[src/rtl/rtc_cal_pkg.sv]
package rtc_cal_pkg;
    localparam int REG_W    = 8;
    localparam int NUM_REGS = 7;
    localparam int IDX_W    = $clog2(NUM_REGS + 1);

    typedef enum logic [IDX_W-1:0] {
        IDX_SEC   = 3'd0,
        IDX_MIN   = 3'd1,
        IDX_HOUR  = 3'd2,
        IDX_DATE  = 3'd3,
        IDX_MONTH = 3'd4,
        IDX_DOW   = 3'd5,
        IDX_YEAR  = 3'd6
    } reg_idx_e;

    typedef struct packed {
        logic [REG_W-1:0] sec;
        logic [REG_W-1:0] min;
        logic [REG_W-1:0] hour;
        logic [REG_W-1:0] date;
        logic [REG_W-1:0] month;
        logic [REG_W-1:0] dow;
        logic [REG_W-1:0] year;
        logic             pend;
    } cal_state_t;

    function automatic logic [REG_W-1:0] pick_reg(cal_state_t s, logic [IDX_W-1:0] i);
        case (i)
            IDX_SEC:   return s.sec;
            IDX_MIN:   return s.min;
            IDX_HOUR:  return s.hour;
            IDX_DATE:  return s.date;
            IDX_MONTH: return s.month;
            IDX_DOW:   return s.dow;
            IDX_YEAR:  return s.year;
            default:   return '0;
        endcase
    endfunction
endpackage

[src/rtl/rtc_bcd_step.sv]
module rtc_bcd_step #(
    parameter int         W  = 8,
    parameter logic [7:0] LO = 8'h00
) (
    input  logic [W-1:0] val_i,
    input  logic [W-1:0] max_i,
    output logic [W-1:0] next_o,
    output logic         wrap_o
);
    localparam int DIGITS = W / 4;

    logic carry;

    always_comb begin
        wrap_o = (val_i >= max_i);
        next_o = val_i;
        carry  = 1'b1;
        for (int i = 0; i < DIGITS; i++) begin
            if (carry) begin
                if (val_i[i*4 +: 4] >= 4'd9) begin
                    next_o[i*4 +: 4] = 4'd0;
                end else begin
                    next_o[i*4 +: 4] = val_i[i*4 +: 4] + 4'd1;
                    carry            = 1'b0;
                end
            end
        end
        if (wrap_o) begin
            next_o = LO[W-1:0];
        end
    end
endmodule

[src/rtl/rtc_month_len.sv]
module rtc_month_len (
    input  logic [4:0] month_i,
    input  logic [7:0] year_i,
    output logic [5:0] last_o
);
    logic [4:0] mod_sum;
    logic       leap;

    // 10*t + u is divisible by 4 exactly when 2*t + u is
    assign mod_sum = {year_i[7:4], 1'b0} + {1'b0, year_i[3:0]};
    assign leap    = (mod_sum[1:0] == 2'b00);

    always_comb begin
        case (month_i)
            5'h02:                      last_o = leap ? 6'h29 : 6'h28;
            5'h04, 5'h06, 5'h09, 5'h11: last_o = 6'h30;
            default:                    last_o = 6'h31;
        endcase
    end
endmodule

[src/rtl/rtc_hour_step.sv]
module rtc_hour_step (
    input  logic [7:0] hour_i,
    output logic [7:0] next_o,
    output logic       day_o
);
    logic       mode12;
    logic       pm;
    logic [4:0] h12;
    logic [5:0] h24;

    assign mode12 = hour_i[7];
    assign pm     = hour_i[5];
    assign h12    = hour_i[4:0];
    assign h24    = hour_i[5:0];

    always_comb begin
        next_o = hour_i;
        day_o  = 1'b0;
        if (mode12) begin
            if (h12 == 5'h11) begin
                next_o = {hour_i[7:6], ~pm, 5'h12};
                day_o  = pm;
            end else if (h12 >= 5'h12) begin
                next_o = {hour_i[7:6], pm, 5'h01};
            end else if (h12[3:0] == 4'd9) begin
                next_o = {hour_i[7:6], pm, 1'b1, 4'h0};
            end else begin
                next_o = {hour_i[7:6], pm, h12[4], h12[3:0] + 4'd1};
            end
        end else begin
            if (h24 >= 6'h23) begin
                next_o = {hour_i[7:6], 6'h00};
                day_o  = 1'b1;
            end else if (h24[3:0] == 4'd9) begin
                next_o = {hour_i[7:6], h24[5:4] + 2'd1, 4'h0};
            end else begin
                next_o = {hour_i[7:6], h24[5:4], h24[3:0] + 4'd1};
            end
        end
    end
endmodule

[src/rtl/rtc_calendar_core.sv]
module rtc_calendar_core
    import rtc_cal_pkg::*;
(
    input  logic             clk_i,
    input  logic             rst_ni,
    input  logic             tick_i,
    input  logic             wr_en_i,
    input  logic [IDX_W-1:0] wr_idx_i,
    input  logic [REG_W-1:0] wr_data_i,
    input  logic [IDX_W-1:0] rd_idx_i,
    output logic [REG_W-1:0] rd_data_o
);
    cal_state_t st_q, st_d;

    logic       wr_hit, act, go, adv;
    logic [7:0] sec_nx, min_nx, hour_nx, date_nx, month_nx, dow_nx, year_nx;
    logic       sec_wrap, min_wrap, day_wrap, date_wrap, month_wrap, dow_wrap, year_wrap;
    logic [5:0] last_day;

    assign wr_hit = wr_en_i && (wr_idx_i < IDX_W'(NUM_REGS));
    assign act    = tick_i | st_q.pend;
    assign go     = act & ~st_q.sec[7];
    assign adv    = go & ~wr_hit;

    rtc_bcd_step #(.W(8), .LO(8'h00)) u_sec (
        .val_i({1'b0, st_q.sec[6:0]}), .max_i(8'h59), .next_o(sec_nx), .wrap_o(sec_wrap));
    rtc_bcd_step #(.W(8), .LO(8'h00)) u_min (
        .val_i({1'b0, st_q.min[6:0]}), .max_i(8'h59), .next_o(min_nx), .wrap_o(min_wrap));
    rtc_hour_step u_hour (
        .hour_i(st_q.hour), .next_o(hour_nx), .day_o(day_wrap));
    rtc_month_len u_mlen (
        .month_i(st_q.month[4:0]), .year_i(st_q.year), .last_o(last_day));
    rtc_bcd_step #(.W(8), .LO(8'h01)) u_date (
        .val_i({2'b0, st_q.date[5:0]}), .max_i({2'b0, last_day}), .next_o(date_nx), .wrap_o(date_wrap));
    rtc_bcd_step #(.W(8), .LO(8'h01)) u_month (
        .val_i({3'b0, st_q.month[4:0]}), .max_i(8'h12), .next_o(month_nx), .wrap_o(month_wrap));
    rtc_bcd_step #(.W(8), .LO(8'h01)) u_dow (
        .val_i({5'b0, st_q.dow[2:0]}), .max_i(8'h07), .next_o(dow_nx), .wrap_o(dow_wrap));
    rtc_bcd_step #(.W(8), .LO(8'h00)) u_year (
        .val_i(st_q.year), .max_i(8'h99), .next_o(year_nx), .wrap_o(year_wrap));

    always_comb begin
        st_d      = st_q;
        st_d.pend = 1'b0;
        if (wr_hit) begin
            case (wr_idx_i)
                IDX_SEC:   st_d.sec   = wr_data_i;
                IDX_MIN:   st_d.min   = wr_data_i;
                IDX_HOUR:  st_d.hour  = wr_data_i;
                IDX_DATE:  st_d.date  = wr_data_i;
                IDX_MONTH: st_d.month = wr_data_i;
                IDX_DOW:   st_d.dow   = wr_data_i;
                default:   st_d.year  = wr_data_i;
            endcase
            st_d.pend = go && (wr_idx_i != IDX_SEC);
        end else if (adv) begin
            st_d.sec = {st_q.sec[7], sec_nx[6:0]};
            if (sec_wrap) begin
                st_d.min = {st_q.min[7], min_nx[6:0]};
                if (min_wrap) begin
                    st_d.hour = hour_nx;
                    if (day_wrap) begin
                        st_d.dow  = {st_q.dow[7:3], dow_nx[2:0]};
                        st_d.date = {st_q.date[7:6], date_nx[5:0]};
                        if (date_wrap) begin
                            st_d.month = {st_q.month[7:5], month_nx[4:0]};
                            if (month_wrap) begin
                                st_d.year = year_nx;
                            end
                        end
                    end
                end
            end
        end
    end

    always_ff @(posedge clk_i) begin
        if (!rst_ni) begin
            st_q <= '{sec: 8'h00, min: 8'h00, hour: 8'h00, date: 8'h01,
                      month: 8'h01, dow: 8'h01, year: 8'h00, pend: 1'b0};
        end else begin
            st_q <= st_d;
        end
    end

    assign rd_data_o = pick_reg(st_q, rd_idx_i);

    // a halted clock with no write keeps every time field still
    a_r4_halt_freezes: assert property (@(posedge clk_i) disable iff (!rst_ni)
        (st_q.sec[7] && !wr_en_i) |=> ($stable(st_q.min) && $stable(st_q.hour) && $stable(st_q.sec)));

    // the written value is what the register holds next cycle
    a_r10_write_wins: assert property (@(posedge clk_i) disable iff (!rst_ni)
        wr_hit |=> (pick_reg(st_q, $past(wr_idx_i)) == $past(wr_data_i)));

    // a seconds write leaves no tick held
    a_r10_sec_write_drops: assert property (@(posedge clk_i) disable iff (!rst_ni)
        (wr_hit && wr_idx_i == IDX_SEC) |=> !st_q.pend);

    // seconds at 59 wrap to 00 on an advance
    a_r3_sec_wrap: assert property (@(posedge clk_i) disable iff (!rst_ni)
        (adv && st_q.sec[6:0] == 7'h59) |=> (st_q.sec[6:0] == 7'h00));

    // the mode bit only changes through a write to hours
    a_r11_mode_kept: assert property (@(posedge clk_i) disable iff (!rst_ni)
        !(wr_hit && wr_idx_i == IDX_HOUR) |=> $stable(st_q.hour[7]));
endmodule

[config.mk]
export PLATFORM = sky130hd
export DESIGN_NAME = rtc_calendar_core
export DESIGN_NICKNAME = d
export VERILOG_FILES = /design/src/rtl/rtc_cal_pkg.sv /design/src/rtl/rtc_bcd_step.sv /design/src/rtl/rtc_month_len.sv /design/src/rtl/rtc_hour_step.sv /design/src/rtl/rtc_calendar_core.sv
export SDC_FILE = /design/constraint.sdc
export NUM_CORES = 1
export LEC_CHECK = 0
export ABC_AREA = 1
export CORE_ASPECT_RATIO = 2
export CORE_MARGIN = 8
export CORE_UTILIZATION = 35
export DETAILED_ROUTE_END_ITERATION = 16
export PLACE_DENSITY = 0.5
export REMOVE_ABC_BUFFERS = 1
export SYNTH_ARGS = -nofsm -noshare
export SYNTH_HDL_FRONTEND = slang
export SYNTH_SLANG_ARGS = --single-unit
[constraint.sdc]
create_clock -name clk_i -period 3 [get_ports clk_i]
set_input_delay 0.6 -clock clk_i [delete_from_list [all_inputs] [get_ports clk_i]]
set_output_delay 0.6 -clock clk_i [all_outputs]
set_load 0.05 [all_outputs]
==> results of run 1 <==
==> placed cells by master (no fill, tap or decap), types with 9 or more instances in the layout <==
cell type / instances
a21oi_1: 58
a221oi_1: 10
buf_4: 17
clkbuf_16: 9
clkdlybuf4s50_1: 16
dfxtp_1: 57
ha_1: 30
inv_1: 92
nand2_1: 129
nand3_1: 49
nor2_1: 85
o21ai_0: 39
o22ai_1: 11
xor2_1: 14
==> critical path, cell delays in order <==
cell and delay (ns):
clkdlybuf4s50_1 0.54, buf_4 0.18, nor2_1 0.05, nand2_1 0.06, inv_1 0.15, a221oi_2 0.30
nand4_1 0.19, buf_12 0.20
==> area by class of cell <==
class | instances | area [um^2] | share of cell area (%)
Timing Repair Buffer | 42 | 453 | 8.61
Clock inverter | 5 | 77.6 | 1.48
Tap cell | 147 | 184 | 3.50
Sequential cell | 57 | 1140 | 21.7
Multi-Input combinational cell | 496 | 2790 | 53.1
Clock buffer | 11 | 253 | 4.81
Inverter | 96 | 360 | 6.85
==> metal layers <==
metal / vias up / GRT usage, % / wire [um] / share of wire [%]
met4: 0 / 11.3 / 720 / 4.8
met3: 30 / 2.52 / 444 / 3.0
met2: 98 / 34.5 / 8110 / 54
met5: - / 0 / 0 / 0
li1: 2270 / - / - / -
met1: 2075 / 19.3 / 5670 / 38
==> final timing paths <==
| check | from | endpoint | slack (ns) | cells after the start |
|---|---|---|---|---|
| worst max-delay path | rd_idx_i[0] | rd_data_o[7] | 0.12 | 8 |
| worst min-delay path | st_q[12] | st_q[12] | 0.47 | 2 |
| worst max register to register | st_q[17] | st_q[2] | 0.25 | 18 |
| worst min register to register | st_q[12] | st_q[12] | 0.47 | 2 |
==> where the power goes <==
part	total [mW]	leakage, nW	switching, mW	internal [mW]
clock network	1.15	0.162	0.381	0.769
registers	0.852	0.464	0.0585	0.793
logic	0.471	1.77	0.301	0.170
==> what timing repair did <==
action,in CTS,in global routing
pin swaps,0,1
hold buffers,0,0
setup endpoints to repair,3,4
gates resized for setup,1,5
==> through the flow <==
step	hold slack [ns]	utilization, %	setup WS, ns	std cells
final	0.466	43.4	0.123	854
after global routing	0.486	43.4	0.00252	854
after CTS	0.467	43.1	0.0953	854
after detailed placement	0.459	40.4	-0.197	838
after global placement	0.464	40.4	-0.138	838
after floorplan	0.444	-	0.634	649
==> kinds of logic after synthesis <==
group | synth area share, %
XOR/XNOR | 3.24
AO/OA/AOI/OAI | 18.4
flip-flops | 26.3
adder cells (fa/ha/maj) | 8.67
buffers and inverters | 9.99
AND/OR/NAND/NOR | 33.4
==> results.toml, run 1 <==
[status]
status = "finished clean"

[worst_setup_path]
crit_arrival_ns = 2.28
cp-start-kind = "input port"
critPathRequiredTime_ns = 2.40
endpoint_kind = "output pin"
crit_type = "in -> out"
critPathMaxFanout = 7

[route]
dr_total_vias = 4473
viasPerCell = 5.24
drtIter0Drc = 254
wl_mm = 14.9
first_pass_iters = 5
drc = 0
final_antenna_net_count = 0
post_drt_wl_per_cell_um = 17.5

[final_layout]
antenna-diode-count = 0
syn2layout_area_growth_pct = 21.4
largest_register = "st_q"
nFillCells = 1320
drive_gt1_share_pct = 11.7
fin_area_um2 = 5260
largest_reg_flops = 57
top_regs = "st_q x57"
num-nets-final = 750

[sta]
hold_viol = 0
setup_viol_count_final = 0
rsz0062_at_grt = "no"
timing.fmax_mhz = 348
min_period_ns = 2.88
finalClockSkew_ns = 0.00477
report.final.slew_viol_count = 0
worst_pin_slew_ns = 0.841
fin_crit_sh_pct = 95.9
totalNegativeSetupSlack_ns = 0
max-slew-margin-rel_pct = 43.8

[worst_hold_path]
hold_class = "reg -> reg"

[global_route]
overflow = 0
grt_pass1_vias = 4427
grt_first_pass_wirelength_mm = 23.6
grt_max_degree = 31
antenna_found_initial = 0
grt_usage_pct = 18.9

[logic_synthesis]
avgSynthCellArea_um2 = 6.57
syn-instance-count = 659
synth_top_cells_by_count = "129 x nand2_1, 92 x inv_1, 85 x nor2_1, 58 x a21oi_1, 57 x dfxtp_1"
synth_edf_count = 0
synth_top_area_share_pct = 26.3
yosys_warnings = 0
synth_ff_type = "dfxtp_1"
yosys-top-cells-area = "dfxtp_1 26%, nand2_1 11%, ha_1 8.7%"
seq_area_frac_synth_pct = 26.3
ys_types = 41
ys_ff_latch = 57
synth_most_common_cell = "nand2_1"
ys_async_sr_fraction_pct = 0
synth.largest_area_cell = "dfxtp_1"
synth_area_um2 = 4330

[power_and_ir_drop]
design_power_total_mw = 2.47
ir_worst_vdd_mv = 0.312
p_leak_nw = 2.39
p_per_area_nw_per_um2 = 470

[clock_tree]
cts_setup_buffers = 0
path_clk_slew_ns = 0.05
cts_tree = "built"
numCtsBuffers = 9
cts.htree.levels = 3
cts_buffer_depth = 2
cts_root_buffer = "clkbuf_16"
cts.sinks = 57
clk_latency_ns = 0.33

[job]
max_cap_violations = 0

[placed_design]
globalplace.congestion = 0.910
post_dp_cell_area_um2 = 4900
io_buffers = 25
hpwl_mm = 11.8

[die]
core_um2 = 12100
start_util_pct = 35.7
chipHeight_um = 173
io_pins = 26
die_x_um = 94.7
dieArea_um2 = 16400
rows = 57
No activity file was read; power rests on OpenSTA's default activity.
==> run 2: changes to the inputs <==
SLEW_MARGIN = 20   (was default)
==> results of run 2 <==
Final layout, timing and power as in run 1 (identical DEF).
